--- src/rtl/pxsel_pkg.sv ---
package pxsel_pkg;

   localparam int COMP_W = 8;

   typedef struct packed {
      logic [COMP_W-1:0] red;
      logic [COMP_W-1:0] green;
      logic [COMP_W-1:0] blue;
   } rgb_t;

   // pack a colour into a 4-component word, top component zero
   function automatic logic [4*COMP_W-1:0] pack_rgb(input rgb_t c, input logic bgr);
      logic [4*COMP_W-1:0] w;
      if (bgr) w = {{COMP_W{1'b0}}, c.blue, c.green, c.red};
      else     w = {{COMP_W{1'b0}}, c.red, c.green, c.blue};
      return w;
   endfunction

endpackage

--- src/rtl/pxsel_mode_decode.sv ---
module pxsel_mode_decode #(
   parameter int WORD_W         = 32,
   parameter int TAG_W          = 8,
   parameter int DIRECT_TAG     = 3,
   parameter bit CTRL_LANE_SWAP = 1'b0
) (
   input  logic [WORD_W-1:0] ctrl_word,
   output logic              is_direct
);
   localparam logic [TAG_W-1:0] TAG_V = TAG_W'(DIRECT_TAG);

   logic [TAG_W-1:0] tag;
   logic             unused_low;

   generate
      if (TAG_W > WORD_W) begin : g_bad_tag
         $error("pxsel_mode_decode: tag wider than control word");
      end
      if (CTRL_LANE_SWAP) begin : g_swap
         // word arrives with byte lanes reversed: tag sits in the low lane
         assign tag        = ctrl_word[TAG_W-1:0];
         assign unused_low = ^ctrl_word[WORD_W-1:TAG_W];
      end else begin : g_native
         assign tag        = ctrl_word[WORD_W-1 -: TAG_W];
         assign unused_low = ^ctrl_word[WORD_W-TAG_W-1:0];
      end
   endgenerate

   assign is_direct = (tag == TAG_V);

endmodule

--- src/rtl/pxsel_color_order.sv ---
module pxsel_color_order
   import pxsel_pkg::*;
#(
   parameter bit DIRECT_BGR = 1'b1
) (
   input  logic               is_direct,
   input  logic [4*COMP_W-1:0] direct_word,
   input  logic [3*COMP_W-1:0] pal_data,
   input  logic               cfg_bgr,
   output logic [4*COMP_W-1:0] pixel
);
   rgb_t dir_c;
   rgb_t pal_c;
   rgb_t sel_c;
   logic unused_hi;

   assign unused_hi = ^direct_word[4*COMP_W-1:3*COMP_W];

   generate
      if (DIRECT_BGR) begin : g_dir_bgr
         assign dir_c.red   = direct_word[COMP_W-1:0];
         assign dir_c.green = direct_word[2*COMP_W-1:COMP_W];
         assign dir_c.blue  = direct_word[3*COMP_W-1:2*COMP_W];
      end else begin : g_dir_rgb
         assign dir_c.blue  = direct_word[COMP_W-1:0];
         assign dir_c.green = direct_word[2*COMP_W-1:COMP_W];
         assign dir_c.red   = direct_word[3*COMP_W-1:2*COMP_W];
      end
   endgenerate

   assign pal_c = rgb_t'(pal_data);

   always_comb begin
      sel_c = is_direct ? dir_c : pal_c;
      pixel = pack_rgb(sel_c, cfg_bgr);
   end

endmodule

--- src/rtl/pxsel_line_track.sv ---
module pxsel_line_track #(
   parameter int LINE_PIXELS = 1024
) (
   input  logic clk,
   input  logic rst_n,
   input  logic in_valid,
   output logic in_last
);
   localparam int LINE_W = (LINE_PIXELS > 1) ? $clog2(LINE_PIXELS) : 1;
   localparam logic [LINE_W-1:0] LAST_POS = LINE_W'(LINE_PIXELS - 1);

   logic [LINE_W-1:0] pos_q;

   generate
      if (LINE_PIXELS < 2) begin : g_bad_line
         $error("pxsel_line_track: LINE_PIXELS must be at least 2");
      end
   endgenerate

   always_ff @(posedge clk or negedge rst_n) begin
      if (!rst_n) begin
         pos_q <= '0;
      end else if (in_valid) begin
         pos_q <= (pos_q == LAST_POS) ? '0 : pos_q + 1'b1;
      end
   end

   assign in_last = in_valid && (pos_q == LAST_POS);

   // position only moves on a valid pixel
   AST_POS_HOLD: assert property (@(posedge clk) disable iff (!rst_n)
      !in_valid |=> $stable(pos_q)) else $error("position moved without pixel");

   // after a line end the count is back at zero
   AST_POS_WRAP: assert property (@(posedge clk) disable iff (!rst_n)
      in_last |=> (pos_q == '0)) else $error("line count did not wrap");

endmodule

--- src/rtl/pxsel_out_reg.sv ---
module pxsel_out_reg #(
   parameter int WORD_W = 32
) (
   input  logic              clk,
   input  logic              rst_n,
   input  logic              in_valid,
   input  logic              in_last,
   input  logic [WORD_W-1:0] pix_d,
   output logic              out_valid,
   output logic              out_last,
   output logic [WORD_W-1:0] out_pixel
);
   always_ff @(posedge clk or negedge rst_n) begin
      if (!rst_n) begin
         out_valid <= 1'b0;
         out_last  <= 1'b0;
         out_pixel <= '0;
      end else begin
         out_valid <= in_valid;
         out_last  <= in_last;
         if (in_valid) out_pixel <= pix_d;
      end
   end

   AST_VALID_FOLLOWS: assert property (@(posedge clk) disable iff (!rst_n)
      in_valid |=> out_valid) else $error("valid lost");

   AST_NO_SPURIOUS: assert property (@(posedge clk) disable iff (!rst_n)
      !in_valid |=> !out_valid) else $error("valid without input");

   AST_HOLD_IDLE: assert property (@(posedge clk) disable iff (!rst_n)
      !in_valid |=> $stable(out_pixel)) else $error("pixel changed while idle");

   AST_LAST_QUALIFIED: assert property (@(posedge clk) disable iff (!rst_n)
      out_last |-> out_valid) else $error("line end without pixel");

endmodule

--- src/rtl/pxsel_color_select.sv ---
module pxsel_color_select
   import pxsel_pkg::*;
#(
   parameter int PIX_W          = 8,
   parameter int LINE_PIXELS    = 1024,
   parameter int DIRECT_TAG     = 3,
   parameter bit DIRECT_BGR     = 1'b1,
   parameter bit CTRL_LANE_SWAP = 1'b0
) (
   input  logic                clk,
   input  logic                rst_n,
   input  logic                cfg_bgr,
   input  logic                in_valid,
   input  logic [PIX_W-1:0]    pix_idx,
   input  logic [4*COMP_W-1:0] direct_word,
   input  logic [4*COMP_W-1:0] ctrl_word,
   output logic [PIX_W-1:0]    pal_addr,
   input  logic [3*COMP_W-1:0] pal_data,
   output logic                out_valid,
   output logic [4*COMP_W-1:0] out_pixel,
   output logic                out_last
);
   localparam int WORD_W = 4 * COMP_W;

   logic              is_direct;
   logic              in_last;
   logic [WORD_W-1:0] pix_d;

   generate
      if (PIX_W < 1 || PIX_W > 16) begin : g_bad_pix
         $error("pxsel_color_select: PIX_W out of range");
      end
      if (DIRECT_TAG < 0 || DIRECT_TAG >= (1 << COMP_W)) begin : g_bad_tag
         $error("pxsel_color_select: DIRECT_TAG does not fit a tag byte");
      end
   endgenerate

   assign pal_addr = pix_idx;

   pxsel_mode_decode #(
      .WORD_W(WORD_W), .TAG_W(COMP_W),
      .DIRECT_TAG(DIRECT_TAG), .CTRL_LANE_SWAP(CTRL_LANE_SWAP)
   ) u_decode (
      .ctrl_word(ctrl_word),
      .is_direct(is_direct)
   );

   pxsel_color_order #(.DIRECT_BGR(DIRECT_BGR)) u_order (
      .is_direct(is_direct),
      .direct_word(direct_word),
      .pal_data(pal_data),
      .cfg_bgr(cfg_bgr),
      .pixel(pix_d)
   );

   pxsel_line_track #(.LINE_PIXELS(LINE_PIXELS)) u_line (
      .clk(clk), .rst_n(rst_n),
      .in_valid(in_valid),
      .in_last(in_last)
   );

   pxsel_out_reg #(.WORD_W(WORD_W)) u_out (
      .clk(clk), .rst_n(rst_n),
      .in_valid(in_valid), .in_last(in_last), .pix_d(pix_d),
      .out_valid(out_valid), .out_last(out_last), .out_pixel(out_pixel)
   );

   AST_TOP_ZERO: assert property (@(posedge clk) disable iff (!rst_n)
      out_pixel[WORD_W-1 -: COMP_W] == '0) else $error("top byte set");

   AST_ADDR_PASS: assert property (@(posedge clk) disable iff (!rst_n)
      pal_addr == pix_idx) else $error("lookup address mismatch");

   AST_LOOKUP_PATH: assert property (@(posedge clk) disable iff (!rst_n)
      (in_valid && !is_direct && !cfg_bgr) |=> out_pixel[3*COMP_W-1:0] == $past(pal_data))
      else $error("lookup colour lost");

   AST_DIRECT_RED: assert property (@(posedge clk) disable iff (!rst_n)
      (in_valid && is_direct && cfg_bgr && DIRECT_BGR) |=>
         out_pixel[COMP_W-1:0] == $past(direct_word[COMP_W-1:0]))
      else $error("direct red misplaced");

endmodule

--- config.mk ---
export PLATFORM = sky130hd
export DESIGN_NAME = pxsel_color_select
export DESIGN_NICKNAME = d
export VERILOG_FILES = /design/src/rtl/pxsel_pkg.sv /design/src/rtl/pxsel_mode_decode.sv /design/src/rtl/pxsel_color_order.sv /design/src/rtl/pxsel_line_track.sv /design/src/rtl/pxsel_out_reg.sv /design/src/rtl/pxsel_color_select.sv
export SDC_FILE = /design/constraint.sdc
export NUM_CORES = 1
export LEC_CHECK = 0
export ABC_AREA = 0
export BUFFER_PORTS_ARGS = -buffer_cell sky130_fd_sc_hd__buf_4
export CAP_MARGIN = 10
export CORE_MARGIN = 2
export CORE_UTILIZATION = 44
export CTS_CLUSTER_DIAMETER = 120
export DETAILED_ROUTE_END_ITERATION = 8
export PLACE_DENSITY = 0.81
export SLEW_MARGIN = 20
export SYNTH_ARGS = -nofsm -noshare
export SYNTH_HDL_FRONTEND = slang
export SYNTH_SLANG_ARGS = --single-unit
--- constraint.sdc ---
create_clock -name clk -period 2.9 [get_ports clk]
set_input_delay 0 -clock clk [delete_from_list [all_inputs] [get_ports clk]]
set_output_delay 0 -clock clk [all_outputs]
set_load 0.1 [all_outputs]
== After elaboration in Yosys (flattened, before gate mapping) ==
Index checks and enable logic that the tools add are counted.
Word-level totals
  output and inout bits: 42
  register bits after elaboration: 44
Operators by class
  reductions and logical operators: 1
  multiplexer cells: 3
  equality and inequality tests: 2
  add/sub/neg operators: 1
Operators with widths (number)
  24-bit two-way mux: 2
  10-bit by 1-bit adder with 10-bit output (second input constant): 1
  10-bit == test (second input constant): 1
  10-bit two-way mux: 1
  8-bit by 2-bit == test with 1-bit output (second input constant): 1
  1-bit logical AND: 1

== Logic depth before layout (Yosys ltp) ==
  word-level depth: 3
  gate-level depth with buffers: 5

== By module ==
A second synthesis with hierarchy kept.
Second synthesis, totals
  cell total of the unflattened synthesis: 168
  area, all modules: 2572.5 um^2
By module, submodules not included
  pxsel_out_reg: seq. area each 850.8 um^2, instances 1, cells an instance 70, area an instance 1395.1 um^2
  pxsel_color_order: seq. area each 0.0 um^2, instances 1, cells an instance 38, area an instance 574.3 um^2
  pxsel_line_track: seq. area each 250.2 um^2, instances 1, cells an instance 49, area an instance 519.2 um^2
  pxsel_color_select: seq. area each 0.0 um^2, instances 1, cells an instance 8, area an instance 60.1 um^2
  pxsel_mode_decode: seq. area each 0.0 um^2, instances 1, cells an instance 3, area an instance 23.8 um^2

== Worst setup path before layout ==
No wires, ideal clock.
  path kind: register to register
  start: register u_out.out_pixel[16] (netlist name)
  end: register u_out.out_pixel[16]
  period minus slack after synthesis: 1.371 ns
  buffers on the path: 0
  stages on the path, launching flop included: 3
  setup time: 0.120 ns
  setup slack: 1.529 ns
  arrival: 1.251 ns
  cell sequence: dfrtp_1 > and2b_2 > a31o_1
RTL lines
  end signal, assigned: RTL line pxsel_out_reg.sv:21  | if (in_valid) out_pixel <= pix_d;
  end, declared: RTL line pxsel_out_reg.sv:11  | output logic [WORD_W-1:0] out_pixel

== Worst setup path after layout ==
  start: input port ctrl_word[27]
  end: register u_out.out_pixel[10]
Between the ends
  cells in the longest elaborated chain, start to end: 3
RTL lines
  start, declared: RTL line pxsel_color_select.sv:16  | input logic [4*COMP_W-1:0] ctrl_word,
  8-bit by 2-bit == test with 1-bit output: RTL line pxsel_mode_decode.sv:29  | assign is_direct = (tag == TAG_V);
  24-bit two-way mux: RTL line pxsel_color_order.sv:34  | sel_c = is_direct ? dir_c : pal_c;
  24-bit two-way mux: RTL line pxsel_pkg.sv:14  | if (bgr) w = {{COMP_W{1'b0}}, c.blue, c.green, c.red};
Every way passes these cells.
A chain may end at the register's enable or synchronous reset.

==> impl_metrics.csv <==
group,metric,value,unit
die,die_area,6046,um^2
sta,setup_tns,0,ns
detailed_routing,drt_iter0_markers,108,
global_route,grtUsageMet3,4.884,%
sta,finalWorstPathRequiredPeriod,1.906,ns
clocking,htreeDepth,2,
synth,synth_seq_cells,36,
sta,clock_skew,0.002133,ns
synth,netlist_area,2394,um^2
clocking,cts_resized,0,
synth,async_flop_share,100.0,%
synth,netlist_top_cells_area,"dfrtp_1, mux2i_1, nand3_1",
die,core_area,5172,um^2
placed_design,dp_hpwl,3963,um
sta,fmax,0.5246,GHz
detailed_routing,wl_per_cell,15.19,um
setup_path,crit_path_frequent_cell,"buf_4",
sta,post-route-period-util,65.73,%
setup_path,worst-path-max-fanout,17,
finish,fillers,456,
die,die_height,77.76,um
sta,rsz0062_at_grt,"no",
clocking,cts_hold_buf,13,
global_route,grt_use_total,20.55,%
finish,drive_above_1_share,34.78,%
detailed_routing,final_antenna_net_count,0,
detailed_routing,vias_per_cell,5.281,
pwr,ir_drop,0.2491,mV
placed_design,gp_congestion,0.7738,
pwr,p_sw_share,40.13,%
setup_path,arrival,2.13,ns
pwr,p_leak,1.445,nW
synth,netlist.area_leader.share,37.64,%
synth,synth_edf_count,0,
flow_run,cap_violations,0,
finish,final_util,60.21,%
sta,hold_viol,0,
global_route,use_met2,34.57,%
finish,insertedDiodeCount,0,
setup_path,slowest_delay,0.84,ns
global_route,use_met1,25.45,%
die,rows,26,
clocking,numClockSinks,36,
global_route,antenna_found_initial,0,
sta,slew_headroom,36.51,%
clocking,cts.reportedPaths.clkPinSlew,0.07,ns
setup_path,path_cells,"buf_4, nor4bb_4, buf_4, nand3_1, a31oi_1, dlygate4sd3_1",
global_route,busiest_layer,"met2",
setup_path,cp_data_required_time,3.13,ns
synth,synth_common_cells,"dfrtp_1, mux2i_1, nand3_1, o21ai_1, buf_4",
pwr,seq_power_share,36.7,%
clocking,clock_latency,0.29,ns
pwr,finalPower,1.723,mW
setup_path,cp-start-kind,"primary input",
sta,worstMarginPinSlew,0.9509,ns
global_route,grt_pass1_vias,2050,
synth,yosysUniqueCellTypes,38,
pwr,p_clk_share,25.3,%
synth,synthCells,241,
clocking,cts_buffer_depth,2,
die,io_pins,142,
min_path,hold_path_class,"in2out",
synth,ys_seq_area_share,37.64,%
detailed_routing,dr_total_vias,2070,
finish,area_growth,30.11,%
clocking,tritoncts,"built",
setup_path,endpoint_kind,"flop",
detailed_routing,drt-pass1-iter-count,4,
global_route,grt_max_degree,58,
clocking,cts_buffers,5,
pwr,p_int,1.031,mW
synth,ys.flop_type,"dfrtp_1",
detailed_routing,drt_wl_total,5956,um
finish,fin_nets,422,
synth,yosysMostFrequentCell,"dfrtp_1",
synth,synth_area_leader_cell,"dfrtp_1",
setup_path,slowest_stage,"nor4bb_4",
pwr,combPwrFrac,38.0,%
pwr,power.switching,691.2,uW
clocking,post_cts_buffers,0,
synth,avgSynthCellArea,9.932,um^2
sta,timing_max_transition_violations_final,0,
placed_design,placement.io_buffers,85,
clocking,clock-root-buffer,"clkbuf_8",
global_route,overflow,0,
setup_path,crit_type,"in2reg",
die,start_util,46.27,%
sta,setup_viol_count_final,0,
synth,yosys_warnings,0,
pwr,p_per_area,553.1,nW/um^2
status,run_status,"finished, final reports clean",
detailed_routing,drc,0,
die,die_w,77.76,um
global_route,grt_pass1_wl,9867,um
[cell families after synthesis]
logic type                 Yosys count  share of synthesized area, %
DFF                                 36                         37.64
adders and majority gates            1                        0.5227
other                                1                        0.1567
and+or+nand+nor                     72                         18.03
muxes                               32                         13.38
xor gates and xnor gates             5                         1.830
AOI/OAI and AO/OA                   57                         15.32
buffers and inverters               37                         13.12
[state kept, by name (all words and copies together) (netlist names)]
register	count
u_out.out_pixel	24
u_out.out_valid	1
u_out.out_last	1
u_line.pos_q	10
[critical path: cells and delay by family]
family          cells  cell delay, ns
simple gates        2            0.94
buf+inv             3            0.99
compound gates      1            0.20
[metrics by stage]
step | instances | setup WS, ns | hold WS [ns] | instance area (um^2)
2_1_floorplan | 248 | 1.529 | -0.2956 | 2420
3_3_place_gp | 371 | 1.327 | -0.01110 | 2877
3_5_place_dp | 371 | 1.265 | -0.01285 | 2877
4_1_cts | 392 | 1.091 | 0.0007389 | 3114
5_1_grt | 392 | 0.8597 | 0.0001768 | 3114
6_report | 392 | 0.9937 | 0.00003496 | 3114
[final timing paths]
kind | startpoint | cells after the start | slack, ns | to
setup / recovery | ctrl_word[27] | 6 | 0.99 | u_out.out_pixel[10]
hold / removal | pix_idx[4] | 0 | 0.00003 | pal_addr[4]
min in group asynchronous | rst_n | 2 | 0.21 | u_out.out_pixel[6]
setup reg to reg | u_line.pos_q[0] | 4 | 1.48 | u_line.pos_q[3]
max in group asynchronous | rst_n | 2 | 2.38 | u_out.out_pixel[22]
hold reg to reg | u_line.pos_q[8] | 1 | 0.50 | u_line.pos_q[8]
[power groups by stage]
stage	sequential [mW]	combinational, mW	clock, mW
after detailed placement	0.639	0.638	0
after global placement	0.636	0.627	0
after global routing	0.642	0.691	0.463
after CTS	0.631	0.656	0.442
after floorplan	0.884	0.283	0
final	0.632	0.655	0.436
[area by class of cell]
| type | count | area [um^2] | share of cell area, % |
|---|---|---|---|
| Inverter | 2 | 7.507 | 0.2411 |
| Multi-Input combinational cell | 175 | 1220 | 39.17 |
| Clock inverter | 2 | 35.03 | 1.125 |
| Sequential cell | 36 | 900.9 | 28.93 |
| Timing Repair Buffer | 101 | 790.8 | 25.39 |
| Tap cell | 70 | 87.58 | 2.812 |
| Clock buffer | 6 | 72.57 | 2.330 |
[metal layers]
layer	routed length, um	share of wire (%)	vias up
met2	3100	52	67
met5	0	0	-
met1	2378	40	976
met3	336	5.6	14
met4	141	2.4	0
li1	-	-	1013
[layout by cell type (no fill, tap or decap), types with 2 or more instances in the layout]
cell	Yosys	routed
a31o_1	12	12
a31o_2	4	4
dlygate4sd3_1	0	13
conb_1	1	8
nand3_1	27	27
nor3_1	3	3
xor2_1	3	3
or3_1	2	2
buf_4	17	88
o21ai_1	20	20
a21oi_1	2	2
a31oi_1	8	8
mux2i_1	32	32
and2b_1	2	2
nor2_1	10	10
nor2b_1	4	4
clkbuf_8	7	5
o21ai_0	7	7
inv_1	2	2
dfrtp_1	36	36
xnor2_1	2	2
nand2_1	5	5
nand4_1	4	4
and2b_2	10	10
Note: power is estimated with default switching activity, not from simulation.
